$ cat config.mk
export PLATFORM = sky130hd
export DESIGN_NAME = irq_pin_router
export DESIGN_NICKNAME = d
export VERILOG_FILES = /design/src/rtl/irq_router_pkg.sv /design/src/rtl/rt_map_regs.sv /design/src/rtl/rt_route_matrix.sv /design/src/rtl/irq_pin_router.sv
export SDC_FILE = /design/constraint.sdc
export NUM_CORES = 1
export LEC_CHECK = 0
export ABC_AREA = 0
export BUFFER_PORTS_ARGS = -buffer_cell sky130_fd_sc_hd__buf_2
export CORE_ASPECT_RATIO = 1.25
export CORE_MARGIN = 3
export CORE_UTILIZATION = 40
export CTS_CLUSTER_DIAMETER = 80
export CTS_CLUSTER_SIZE = 16
export DETAILED_ROUTE_END_ITERATION = 6
export PLACE_DENSITY = 0.63
export SLEW_MARGIN = 10
export SYNTH_ARGS = -nofsm -noshare
export SYNTH_HDL_FRONTEND = slang
export SYNTH_SLANG_ARGS = --single-unit
$ cat constraint.sdc
create_clock -name clk -period 1.67 [get_ports clk]
set_input_delay 0.0835 -clock clk [delete_from_list [all_inputs] [get_ports clk]]
set_output_delay 0.0835 -clock clk [all_outputs]
set_load 0.005 [all_outputs]
$ cat src/rtl/irq_router_pkg.sv
package irq_router_pkg;
  localparam int PIN_FIELD_W    = 6;
  localparam int PIN_EN_BIT     = 31;
  localparam int NMI_EN_BIT     = 30;
  localparam int PMAP_STRIDE_LG = 2;   // 4-byte stride
  localparam int VMAP_STRIDE_LG = 5;   // 32-byte stride

  typedef struct packed {
    logic                   to_pin;
    logic                   to_nmi;
    logic [PIN_FIELD_W-1:0] pin;
  } pin_map_t;
endpackage

$ cat src/rtl/rt_map_regs.sv
module rt_map_regs
  import irq_router_pkg::*;
#(
  parameter int NUM_IRQ = 16,
  parameter int NUM_VP  = 4,
  parameter int ADDR_W  = 13
) (
  input  logic                              clk,
  input  logic                              rst,
  input  logic                              we,
  input  logic [ADDR_W-1:0]                 addr,
  input  logic [31:0]                       wdata,
  output pin_map_t [NUM_IRQ-1:0]            pmap_o,
  output logic [NUM_IRQ-1:0][NUM_VP-1:0]    vmap_o
);
  localparam int REGION_BIT = ADDR_W - 1;
  localparam int PIDX_W     = REGION_BIT - PMAP_STRIDE_LG;
  localparam int VIDX_W     = REGION_BIT - VMAP_STRIDE_LG;

  logic [PIDX_W-1:0] pidx;
  logic [VIDX_W-1:0] vidx;
  logic              pin_region_wr;
  logic              vp_region_wr;

  assign pidx = addr[REGION_BIT-1:PMAP_STRIDE_LG];
  assign vidx = addr[REGION_BIT-1:VMAP_STRIDE_LG];
  assign pin_region_wr = we && !addr[REGION_BIT] &&
                         (addr[PMAP_STRIDE_LG-1:0] == '0);
  assign vp_region_wr  = we && addr[REGION_BIT] &&
                         (addr[VMAP_STRIDE_LG-1:0] == '0);

  for (genvar i = 0; i < NUM_IRQ; i++) begin : g_entry
    always_ff @(posedge clk) begin
      if (rst) begin
        pmap_o[i] <= '0;
        vmap_o[i] <= '0;
      end else begin
        if (pin_region_wr && (pidx == PIDX_W'(i))) begin
          pmap_o[i].to_pin <= wdata[PIN_EN_BIT];
          pmap_o[i].to_nmi <= wdata[NMI_EN_BIT];
          pmap_o[i].pin    <= wdata[PIN_FIELD_W-1:0];
        end
        if (vp_region_wr && (vidx == VIDX_W'(i)))
          vmap_o[i] <= wdata[NUM_VP-1:0];
      end
    end
  end
endmodule

$ cat src/rtl/rt_route_matrix.sv
module rt_route_matrix
  import irq_router_pkg::*;
#(
  parameter int NUM_IRQ = 16,
  parameter int NUM_VP  = 4,
  parameter int NUM_PIN = 6
) (
  input  logic [NUM_IRQ-1:0]             irq,
  input  pin_map_t [NUM_IRQ-1:0]         pmap,
  input  logic [NUM_IRQ-1:0][NUM_VP-1:0] vmap,
  output logic [NUM_VP*NUM_PIN-1:0]      pin_vec,
  output logic [NUM_VP-1:0]              nmi_vec
);
  for (genvar v = 0; v < NUM_VP; v++) begin : g_vp
    logic [NUM_IRQ-1:0] nmi_hit;
    for (genvar i = 0; i < NUM_IRQ; i++) begin : g_nmi
      assign nmi_hit[i] = irq[i] & vmap[i][v] & pmap[i].to_nmi;
    end
    assign nmi_vec[v] = |nmi_hit;

    for (genvar p = 0; p < NUM_PIN; p++) begin : g_pin
      logic [NUM_IRQ-1:0] pin_hit;
      for (genvar i = 0; i < NUM_IRQ; i++) begin : g_src
        assign pin_hit[i] = irq[i] & vmap[i][v] & pmap[i].to_pin &
                            (pmap[i].pin == PIN_FIELD_W'(p));
      end
      assign pin_vec[v*NUM_PIN+p] = |pin_hit;
    end
  end
endmodule

$ cat src/rtl/irq_pin_router.sv
module irq_pin_router
  import irq_router_pkg::*;
#(
  parameter int NUM_IRQ = 16,
  parameter int NUM_VP  = 4,
  parameter int NUM_PIN = 6,
  parameter int ADDR_W  = 13
) (
  input  logic                      clk,
  input  logic                      rst,
  input  logic [NUM_IRQ-1:0]        irq_i,
  input  logic                      cfg_we,
  input  logic [ADDR_W-1:0]         cfg_addr,
  input  logic [31:0]               cfg_wdata,
  output logic [NUM_VP*NUM_PIN-1:0] vp_pin_o,
  output logic [NUM_VP-1:0]         vp_nmi_o
);
  localparam int OUT_W = NUM_VP * NUM_PIN;

  pin_map_t [NUM_IRQ-1:0]         pmap;
  logic [NUM_IRQ-1:0][NUM_VP-1:0] vmap;
  logic [OUT_W-1:0]               pin_next;
  logic [NUM_VP-1:0]              nmi_next;

  rt_map_regs #(.NUM_IRQ(NUM_IRQ), .NUM_VP(NUM_VP), .ADDR_W(ADDR_W)) u_regs (
    .clk    (clk),
    .rst    (rst),
    .we     (cfg_we),
    .addr   (cfg_addr),
    .wdata  (cfg_wdata),
    .pmap_o (pmap),
    .vmap_o (vmap)
  );

  rt_route_matrix #(.NUM_IRQ(NUM_IRQ), .NUM_VP(NUM_VP), .NUM_PIN(NUM_PIN)) u_matrix (
    .irq     (irq_i),
    .pmap    (pmap),
    .vmap    (vmap),
    .pin_vec (pin_next),
    .nmi_vec (nmi_next)
  );

  always_ff @(posedge clk) begin
    if (rst) begin
      vp_pin_o <= '0;
      vp_nmi_o <= '0;
    end else begin
      vp_pin_o <= pin_next;
      vp_nmi_o <= nmi_next;
    end
  end
endmodule

== Word-level counts from Yosys, hierarchy flattened ==
Cells that the tools add are included.

* Eq/ne operators: 110
* Reductions and logical operators: 85
* Bitwise operators: 576

{| class="wikitable"
|+ Operator list
! operator !! number
|-
| AND 1 bit || 576
|-
| OR reduction 16 bit || 28
|-
| equality test 6 x 2 -> 1 bit, second input constant || 32
|-
| equality test 6 x 3 -> 1 bit, second input constant || 32
|-
| equality test 6 x 1 -> 1 bit, second input constant || 16
|-
| zero test 6 bit || 16
|-
| equality test 10 x 4 -> 1 bit, second input constant || 8
|-
| equality test 7 x 4 -> 1 bit, second input constant || 8
|-
| equality test 10 x 3 -> 1 bit, second input constant || 4
|-
| logical AND 1 bit || 36
|-
| equality test 7 x 3 -> 1 bit, second input constant || 4
|-
| equality test 10 x 2 -> 1 bit, second input constant || 2
|-
| equality test 7 x 2 -> 1 bit, second input constant || 2
|-
| equality test 10 x 1 -> 1 bit, second input constant || 1
|-
| zero test 10 bit || 1
|-
| equality test 7 x 1 -> 1 bit, second input constant || 1
|-
| zero test 7 bit || 1
|-
| zero test 5 bit || 1
|-
| zero test 2 bit || 1
|-
| zero test 1 bit || 1
|}

* Logic and storage cells: 837
* Register bits: 220
* Input bits: 64
* Output and inout port bits: 28

== Depth between registers and ports, before layout ==
Gate-level depths: netlist of the first run.

* Depth in word-level cells: 4
* Mapped depth: 8
* Mapped depth without buffers: 5

== Hierarchy ==
A second synthesis of the first run with hierarchy kept.

* Cells, all modules: 1585
* Area, all modules: 13404.1 um^2

{| class="wikitable"
|+ Modules (own cells, without submodules)
! module !! area an instance (um^2) !! seq. area each (um^2) !! instances !! cells each
|-
| rt_map_regs || 7981.4 || 3843.7 || 1 || 701
|-
| rt_route_matrix || 4644.5 || 0.0 || 1 || 826
|-
| irq_pin_router || 778.2 || 560.5 || 1 || 58
|}

== Worst setup path after synthesis of the first run ==
Ideal clock, no wire load.

* Kind: input port to flip-flop
* Start: in cfg_addr[0]
* End: reg u_regs.pmap_o[88] (netlist bit)
* Setup time: 0.128 ns
* Cell stages on the path: 7
* Required time: 1.542 ns
* Arrival: 1.564 ns
* Buffers on the path: 2
* Slack: -0.021 ns
* Cell sequence: nor4_4 -> and4_1 -> clkbuf_1 -> nand4b_1 -> clkbuf_1 -> mux2i_1 -> nor2_1

* Word-level cells in the longest chain between the ends: 3

{| class="wikitable"
|+ Ends and longest elaborated chain
! what !! line !! source
|-
| from (decl) || irq_pin_router.sv:13 || <nowiki>input logic [ADDR_W-1:0] cfg_addr,</nowiki>
|-
| zero test 2 bit || rt_map_regs.sv:28 || <nowiki>(addr[PMAP_STRIDE_LG-1:0] == '0);</nowiki>
|-
| logical AND 1 bit || rt_map_regs.sv:27 || <nowiki>assign pin_region_wr = we && !addr[REGION_BIT] &&</nowiki>
|-
| logical AND 1 bit || rt_map_regs.sv:38 || <nowiki>if (pin_region_wr && (pidx == PIDX_W'(i))) begin</nowiki>
|-
| to (decl) || rt_map_regs.sv:13 || <nowiki>output pin_map_t [NUM_IRQ-1:0] pmap_o,</nowiki>
|}

Every way passes these cells.
A chain may end at the register's enable or synchronous reset.

== Worst setup path in the final report of the first run ==
* Start: reg u_regs.pmap_o[99] (netlist bit)
* End: reg vp_pin_o[8]

* Word-level cells in the longest chain between the ends: 3

{| class="wikitable"
|+ Ends and longest elaborated chain
! what !! line !! source
|-
| equality test 6 x 2 -> 1 bit || rt_route_matrix.sv:25 || <nowiki>(pmap[i].pin == PIN_FIELD_W'(p));</nowiki>
|-
| AND 1 bit || rt_route_matrix.sv:24 || <nowiki>assign pin_hit[i] = irq[i] & vmap[i][v] & pmap[i].to_pin &</nowiki>
|-
| OR reduction 16 bit || rt_route_matrix.sv:27 || <nowiki>assign pin_vec[v*NUM_PIN+p] = |pin_hit;</nowiki>
|-
| to (signal assigned) || irq_pin_router.sv:48 || <nowiki>vp_pin_o <= pin_next;</nowiki>
|-
| to (decl) || irq_pin_router.sv:15 || <nowiki>output logic [NUM_VP*NUM_PIN-1:0] vp_pin_o,</nowiki>
|}

Every way passes these cells.

==> results of run 1 <==
[synth_stat cells (4+ instances only)]
master / n
a32oi_1: 11
nor2b_1: 19
nor2_1: 179
nor4_4: 4
mux2i_1: 120
nand4b_1: 4
nor4_1: 52
nand3_1: 141
o21ai_0: 72
nor4b_1: 9
a31oi_1: 12
nor3_1: 24
dfxtp_1: 220
nor3_2: 4
clkbuf_1: 74
a21oi_1: 87
nand3b_1: 10
o22ai_1: 182
nor3_4: 4
and3_1: 10
nand2b_1: 4
nand4_1: 14
nand2_1: 125
[kinds of logic after synthesis]
group / after synthesis / share of synthesized area, %
and+or+nand+nor: 617 / 27.82
AOI/OAI and AO/OA: 369 / 19.25
DFF: 220 / 39.44
muxes: 120 / 10.76
buffers and inverters: 80 / 2.723
[per-stage QoR]
stage / setup WS [ns] / power (W) / area [um2] / util, %
floorplan: -0.01592 / 0.005593 / 11170 / -
global placement: -0.1526 / 0.005820 / 13940 / 51.34
detailed placement: -0.1747 / 0.005827 / 13940 / 51.34
CTS: -0.02732 / 0.01000 / 14750 / 54.30
global route: -0.1672 / 0.01022 / 15390 / 56.67
finish: -0.06484 / 0.009967 / 15390 / 56.68
[routing by layer]
| metal | part of all wire [%] | vias to the layer above | wire length (um) |
|---|---|---|---|
| met2 | 47 | 792 | 27400 |
| li1 | - | 5859 | - |
| met1 | 39 | 6482 | 22510 |
| met3 | 7.5 | 275 | 4375 |
| met4 | 7.0 | 0 | 4094 |
| met5 | 0 | - | 0 |
[placed cells by master (no fill, tap or decap), drive strengths merged, types with 11 or more instances in the layout]
cell	count
clkbuf	21
nand2	125
nor3	32
a31oi	12
nor2b	19
dfxtp	220
mux2i	120
nand4	18
nand3	142
nor4	56
a32oi	11
buf	343
o22ai	182
o21ai	72
nor2	179
a21oi	87
[power groups by stage]
stage | Clock (W) | Sequential [W] | Combinational [W]
2_1_floorplan | 0 | 0.00536 | 0.000229
5_1_grt | 0.00448 | 0.00524 | 0.000503
3_5_place_dp | 0 | 0.00536 | 0.000463
4_1_cts | 0.00429 | 0.00524 | 0.000467
3_3_place_gp | 0 | 0.00536 | 0.000456
6_report | 0.00425 | 0.00524 | 0.000478
[registers in the layout (all words and copies together) (netlist names)]
signal / flops
vp_pin_o: 24
u_regs.vmap_o: 64
u_regs.pmap_o: 128
vp_nmi_o: 4
[timing repair]
item                                   4_1_cts  5_1_grt
resized for setup                           41      123
setup endpoints to repair                   19       24
hold buffers                                 1        0
buffers inserted                             4        4
pin swaps                                   13       33
endpoints found under the hold margin       19        0
[worst paths after layout]
path | from | slack [ns] | endpoint
worst min register to register | u_regs.pmap_o[32] | 0.50 | u_regs.pmap_o[32]
worst max register to register | u_regs.pmap_o[99] | -0.06 | vp_pin_o[8]
worst max-delay path | u_regs.pmap_o[99] | -0.06 | vp_pin_o[8]
worst min-delay path | cfg_wdata[1] | 0.04 | u_regs.pmap_o[97]
[worst min-delay path, stage by stage]
cell and delay [ns]:
buf_2 0.24, nand2_1 0.11, a21oi_1 0.05
[area by class of cell]
class / instances / area share, %
flip-flops and latches: 220 / 28.77
multi-input cells: 1106 / 47.40
clock inverters: 3 / 0.3170
repair buffers: 344 / 17.56
diodes: 1 / 0.01626
well taps: 345 / 2.804
clock buffers: 21 / 3.137
==> results_dict.tcl, run 1 <==
set metrics [dict create \
    postRouteWirelength_um 58380 \
    crit_chain "nor4_2, buf_4, nand3b_1, buf_4, o22ai_2, nor4_4, a31oi_4" \
    critical_path_buf_inv_count 2 \
    ys_top_cells_by_area "dfxtp_1, mux2i_1, o22ai_1" \
    syn-num-nets 1470 \
    ff2ff_path_depth 7 \
    syn_avg_cell_area_um2 7.941 \
    clk_path_buf_depth 3 \
    start_util_pct 41.11 \
    via_per_inst 6.573 \
    h-tree-depth 1 \
    path_delay_family "simple AND/OR/NAND/NOR gates" \
    area_growth_pct 37.86 \
    grt_use_met2_pct 62.63 \
    start_kind "flop" \
    fillers 2577 \
    period_share_pct 103.9 \
    holdCritPathClass "in2reg" \
    timing.final.ws_setup_ns -0.06484 \
    worst_path_max_delay_cell "dfxtp_1" \
    dp_hpwl_um 44220 \
    drc 0 \
    first_global_vias 12810 \
    cts_tree "yes" \
    power_frac_comb_pct 4.8 \
    hold_slack_ns 0.04058 \
    rows 67 \
    numPlacedInstances 2009 \
    yosysTopAreaCellShare_pct 39.44 \
    period_minus_slack_ns 1.735 \
    routedWlPerCell_um 28.62 \
    final_max_slew_viol_count 0 \
    seqPwrFrac_pct 52.6 \
    io_pins 92 \
    cp.depth 7 \
    dieArea_um2 29970 \
    gp_congestion 1.149 \
    cp_max_fo 5 \
    hold_viol 0 \
    antenna_found_initial 0 \
    p_per_area_nw_per_um2 647.5 \
    worstSetupPathType "reg2reg" \
    pwr-share-clk_pct 42.6 \
    async_flop_share_pct 0 \
    status "finished with violations" \
    die_width_um 155.4 \
    rsz0062_at_grt "true" \
    grt_max_degree 85 \
    yosysUniqueCellTypes 35 \
    cp_slowest_stage_delay_ns 0.35 \
    setup_tns_ns -0.1538 \
    final-seq-area_um2 4428 \
    fin_cells 2040 \
    yosysSeqAreaShare_pct 39.44 \
    skew_ns 0.01743 \
    synth-main-ff-cell "dfxtp_1" \
    grt-ovfl-total 0 \
    grt_first_pass_wirelength_um 84070 \
    vdd_ir_drop_max_mv 0.6616 \
    multiInputGateArea_um2 7297 \
    synth_edf_count 0 \
    crit_top_cell "buf_4" \
    core_um2 27160 \
    fmax_mhz 576.4 \
    clk_latency_ns 0.51 \
    internal_power_w 0.007572 \
    yosys.area.top_type "dfxtp_1" \
    grt.busiest_layer "met2" \
    sw_frac_of_total_pct 24.03 \
    setup_viol 5 \
    drt_iter0_markers 1664 \
    crit_required_ns 2.09 \
    hold_depth 3 \
    use_met1_pct 45.87 \
    syn_inst 1406 \
    die_h_um 192.8 \
    max-cap-violations 0 \
    vias 13410 \
    slew_headroom_pct 61.69 \
    p_sw_w 0.002396 \
    ys_ff_latch 220 \
    fin_nets 1754 \
    crit_path_end_kind "flop" \
    port_buffers 67 \
    drive_above_1_share_pct 31.11 \
    violations "negative setup slack" \
    drtPass1Iterations 6 \
    cts-buffers-inserted 18 \
    path_clk_slew_ns 0.07 \
    synthesis.area_um2 11170 \
    crit_arrival_ns 2.15 \
    worst_pin_slew_ns 0.5747 \
    synth_warnings 0 \
    grt_use_total_pct 37.54 \
    antenna_left 0 \
    cts_root_buf "clkbuf_16" \
    cts.sinks 220 \
    power.leakage_nw 5.754 \
    grtUsageMet3_pct 5.720 \
]
No activity file was read; power rests on OpenSTA's default activity.
==> run 2: changes to the inputs <==
--- a/config.mk
+++ b/config.mk
@@ -6,7 +6,7 @@
 export NUM_CORES = 1
 export LEC_CHECK = 0
 export ABC_AREA = 0
-export BUFFER_PORTS_ARGS = -buffer_cell sky130_fd_sc_hd__buf_2
+export BUFFER_PORTS_ARGS = -buffer_cell sky130_fd_sc_hd__clkbuf_2
 export CORE_ASPECT_RATIO = 1.25
 export CORE_MARGIN = 3
 export CORE_UTILIZATION = 40
==> results_dict.tcl, run 2 (synthesis results as in run 1) <==
set metrics [dict create \
    status "finished with violations" \
    violations "negative setup slack" \
    slew_headroom_pct 55.99 \
    critPathCapture "vp_pin_o[2]" \
    drive_above_1_share_pct 29.84 \
    fillers 2615 \
    p_sw_w 0.002412 \
    internal_power_w 0.007416 \
    dieArea_um2 29970 \
    seqPwrFrac_pct 53.3 \
    die_h_um 192.8 \
    core_um2 27160 \
    crit_chain "nor4_4, buf_4, nand3b_1, o22ai_2, buf_4, nor4_4, a21oi_2" \
    drtPass1Iterations 6 \
    hold_viol 0 \
    power.leakage_nw 5.591 \
    worstSetupPathType "reg2reg" \
    final_common_cell "buf_4" \
    crit_required_ns 2.12 \
    regMostFlops "u_regs.pmap_o" \
    pwr-share-clk_pct 41.7 \
    hold_depth 4 \
    regToRegEndpoint "vp_pin_o[2]" \
    worst_pin_slew_ns 0.6601 \
    h-tree-depth 1 \
    grt_max_degree 79 \
    p_total_w 0.009828 \
    setup_tns_ns -0.4311 \
    largest_reg_flops 128 \
    top_regs "u_regs.pmap_o: 128 flops, u_regs.vmap_o: 64 flops, vp_pin_o: 24 flops" \
    numPlacedInstances 1990 \
    routedWlPerCell_um 27.87 \
    postRouteWirelength_um 56130 \
    grt_first_pass_wirelength_um 81250 \
    antenna_left 0 \
    cts_root_buf "clkbuf_16" \
    final_util_pct 55.78 \
    worst_path_max_delay_cell "dfxtp_4" \
    via_per_inst 6.572 \
    power_frac_comb_pct 5.0 \
    dp_hpwl_um 41820 \
    period_minus_slack_ns 1.806 \
    drt_iter0_markers 1395 \
    fmax_mhz 553.7 \
    final_max_slew_viol_count 0 \
    diodes 0 \
    timing.final.ws_setup_ns -0.1360 \
    sw_frac_of_total_pct 24.54 \
    drc 0 \
    area_growth_pct 35.69 \
    cts_tree "yes" \
    cp_slowest_stage_delay_ns 0.36 \
    r2r_slack_ns -0.14 \
    rsz0062_at_grt "true" \
    path_clk_slew_ns 0.08 \
    fin_cells 2014 \
    fin_nets 1731 \
    start_util_pct 41.11 \
    path_delay_family "simple AND/OR/NAND/NOR gates" \
    io_pins 92 \
    clk_latency_ns 0.52 \
    gp_congestion 1.169 \
    cp_max_fo 3 \
    clk_path_buf_depth 3 \
    crit_arrival_ns 2.26 \
    rows 67 \
    port_buffers 67 \
    crit_path_start "u_regs.pmap_o[91]" \
    holdCritPathClass "in2reg" \
    die_width_um 155.4 \
    vdd_ir_drop_max_mv 0.7825 \
    grt-ovfl-total 0 \
    period_share_pct 108.1 \
    setup_viol 4 \
    hold_slack_ns 0.04987 \
    skew_ns 0.03578 \
    first_global_vias 12600 \
    regToRegStartpoint "u_regs.pmap_o[91]" \
    ff2ff_path_depth 7 \
    grt_use_total_pct 36.22 \
    start_kind "flop" \
    cts-buffers-inserted 18 \
    p_per_area_nw_per_um2 648.7 \
    vias 13240 \
    crit_path_end_kind "flop" \
    antenna_found_initial 0 \
    critical_path_buf_inv_count 2 \
    cts.sinks 220 \
    final_cell_mix "buf_4, dfxtp_1, nor2_1, o22ai_1, nand3_1" \
    max-cap-violations 0 \
    cp.depth 7 \
]
[run 2: cell count changes in the layout (fill, tap and decap cells not counted), moves of 7 or more]
cell / delta
buf_2: -66
buf_4: -27
clkbuf_2: +66
dfxtp_2: -8
nor4_1: +7
[run 2: worst min-delay path, stage by stage]
cell,delay (ns)
clkbuf_2,0.10
buf_12,0.19
nand2_1,0.08
a21oi_1,0.05
[run 2: metrics by stage]
step	area [um2]	worst slack [ns]
after floorplan	11170	-0.01592
after global placement	13790	-0.1353
after detailed placement	13790	-0.1530
after CTS	14500	-0.03874
after global routing	15150	-0.2213
final	15150	-0.1360
[run 2: worst min path at each step]
stage                       startpoint            endpoint  slack [ns]
after CTS                 cfg_wdata[0]  u_regs.pmap_o[112]        0.03
after detailed placement           rst    u_regs.pmap_o[5]        0.44
after global routing      cfg_wdata[0]  u_regs.pmap_o[112]        0.05
after floorplan           cfg_wdata[5]   u_regs.pmap_o[21]        0.23
after global placement             rst    u_regs.pmap_o[2]        0.43
final                     cfg_wdata[3]   u_regs.vmap_o[15]        0.05
[run 2: timing repair]
item / in CTS / in global routing
endpoints found under the hold margin: 30 / 0
resized for setup: 35 / 128
pin swaps: 7 / 24
setup endpoints to repair: 14 / 24
buffers inserted: 2 / 2
hold buffers: 2 / 0
[run 2: per-layer routing]
metal  vias to the layer above  GRT usage (%)  part of all wire (%)
met5                         -          1.531                  0.11
met4                         2          24.35                   8.6
met3                       279          6.348                   9.1
met2                       808          57.77                    45
met1                      6343          44.50                    37
li1                       5804              -                     -
[run 2: power groups by stage]
| stage | clock [W] | combinational, W | sequential (W) |
|---|---|---|---|
| finish | 0.00410 | 0.000490 | 0.00524 |
| detailed placement | 0 | 0.000467 | 0.00536 |
| CTS | 0.00415 | 0.000478 | 0.00524 |
| global route | 0.00433 | 0.000515 | 0.00524 |
| floorplan | 0 | 0.000229 | 0.00536 |
| global placement | 0 | 0.000463 | 0.00536 |
[run 2: cell type report]
class	count	area [um2]	area share, %
multi-input cells	1106	7246	47.82
repair buffers	321	2545	16.80
flip-flops and latches	220	4425	29.21
clock buffers	20	479.2	3.163
clock inverters	2	23.77	0.1569
well taps	345	431.7	2.849
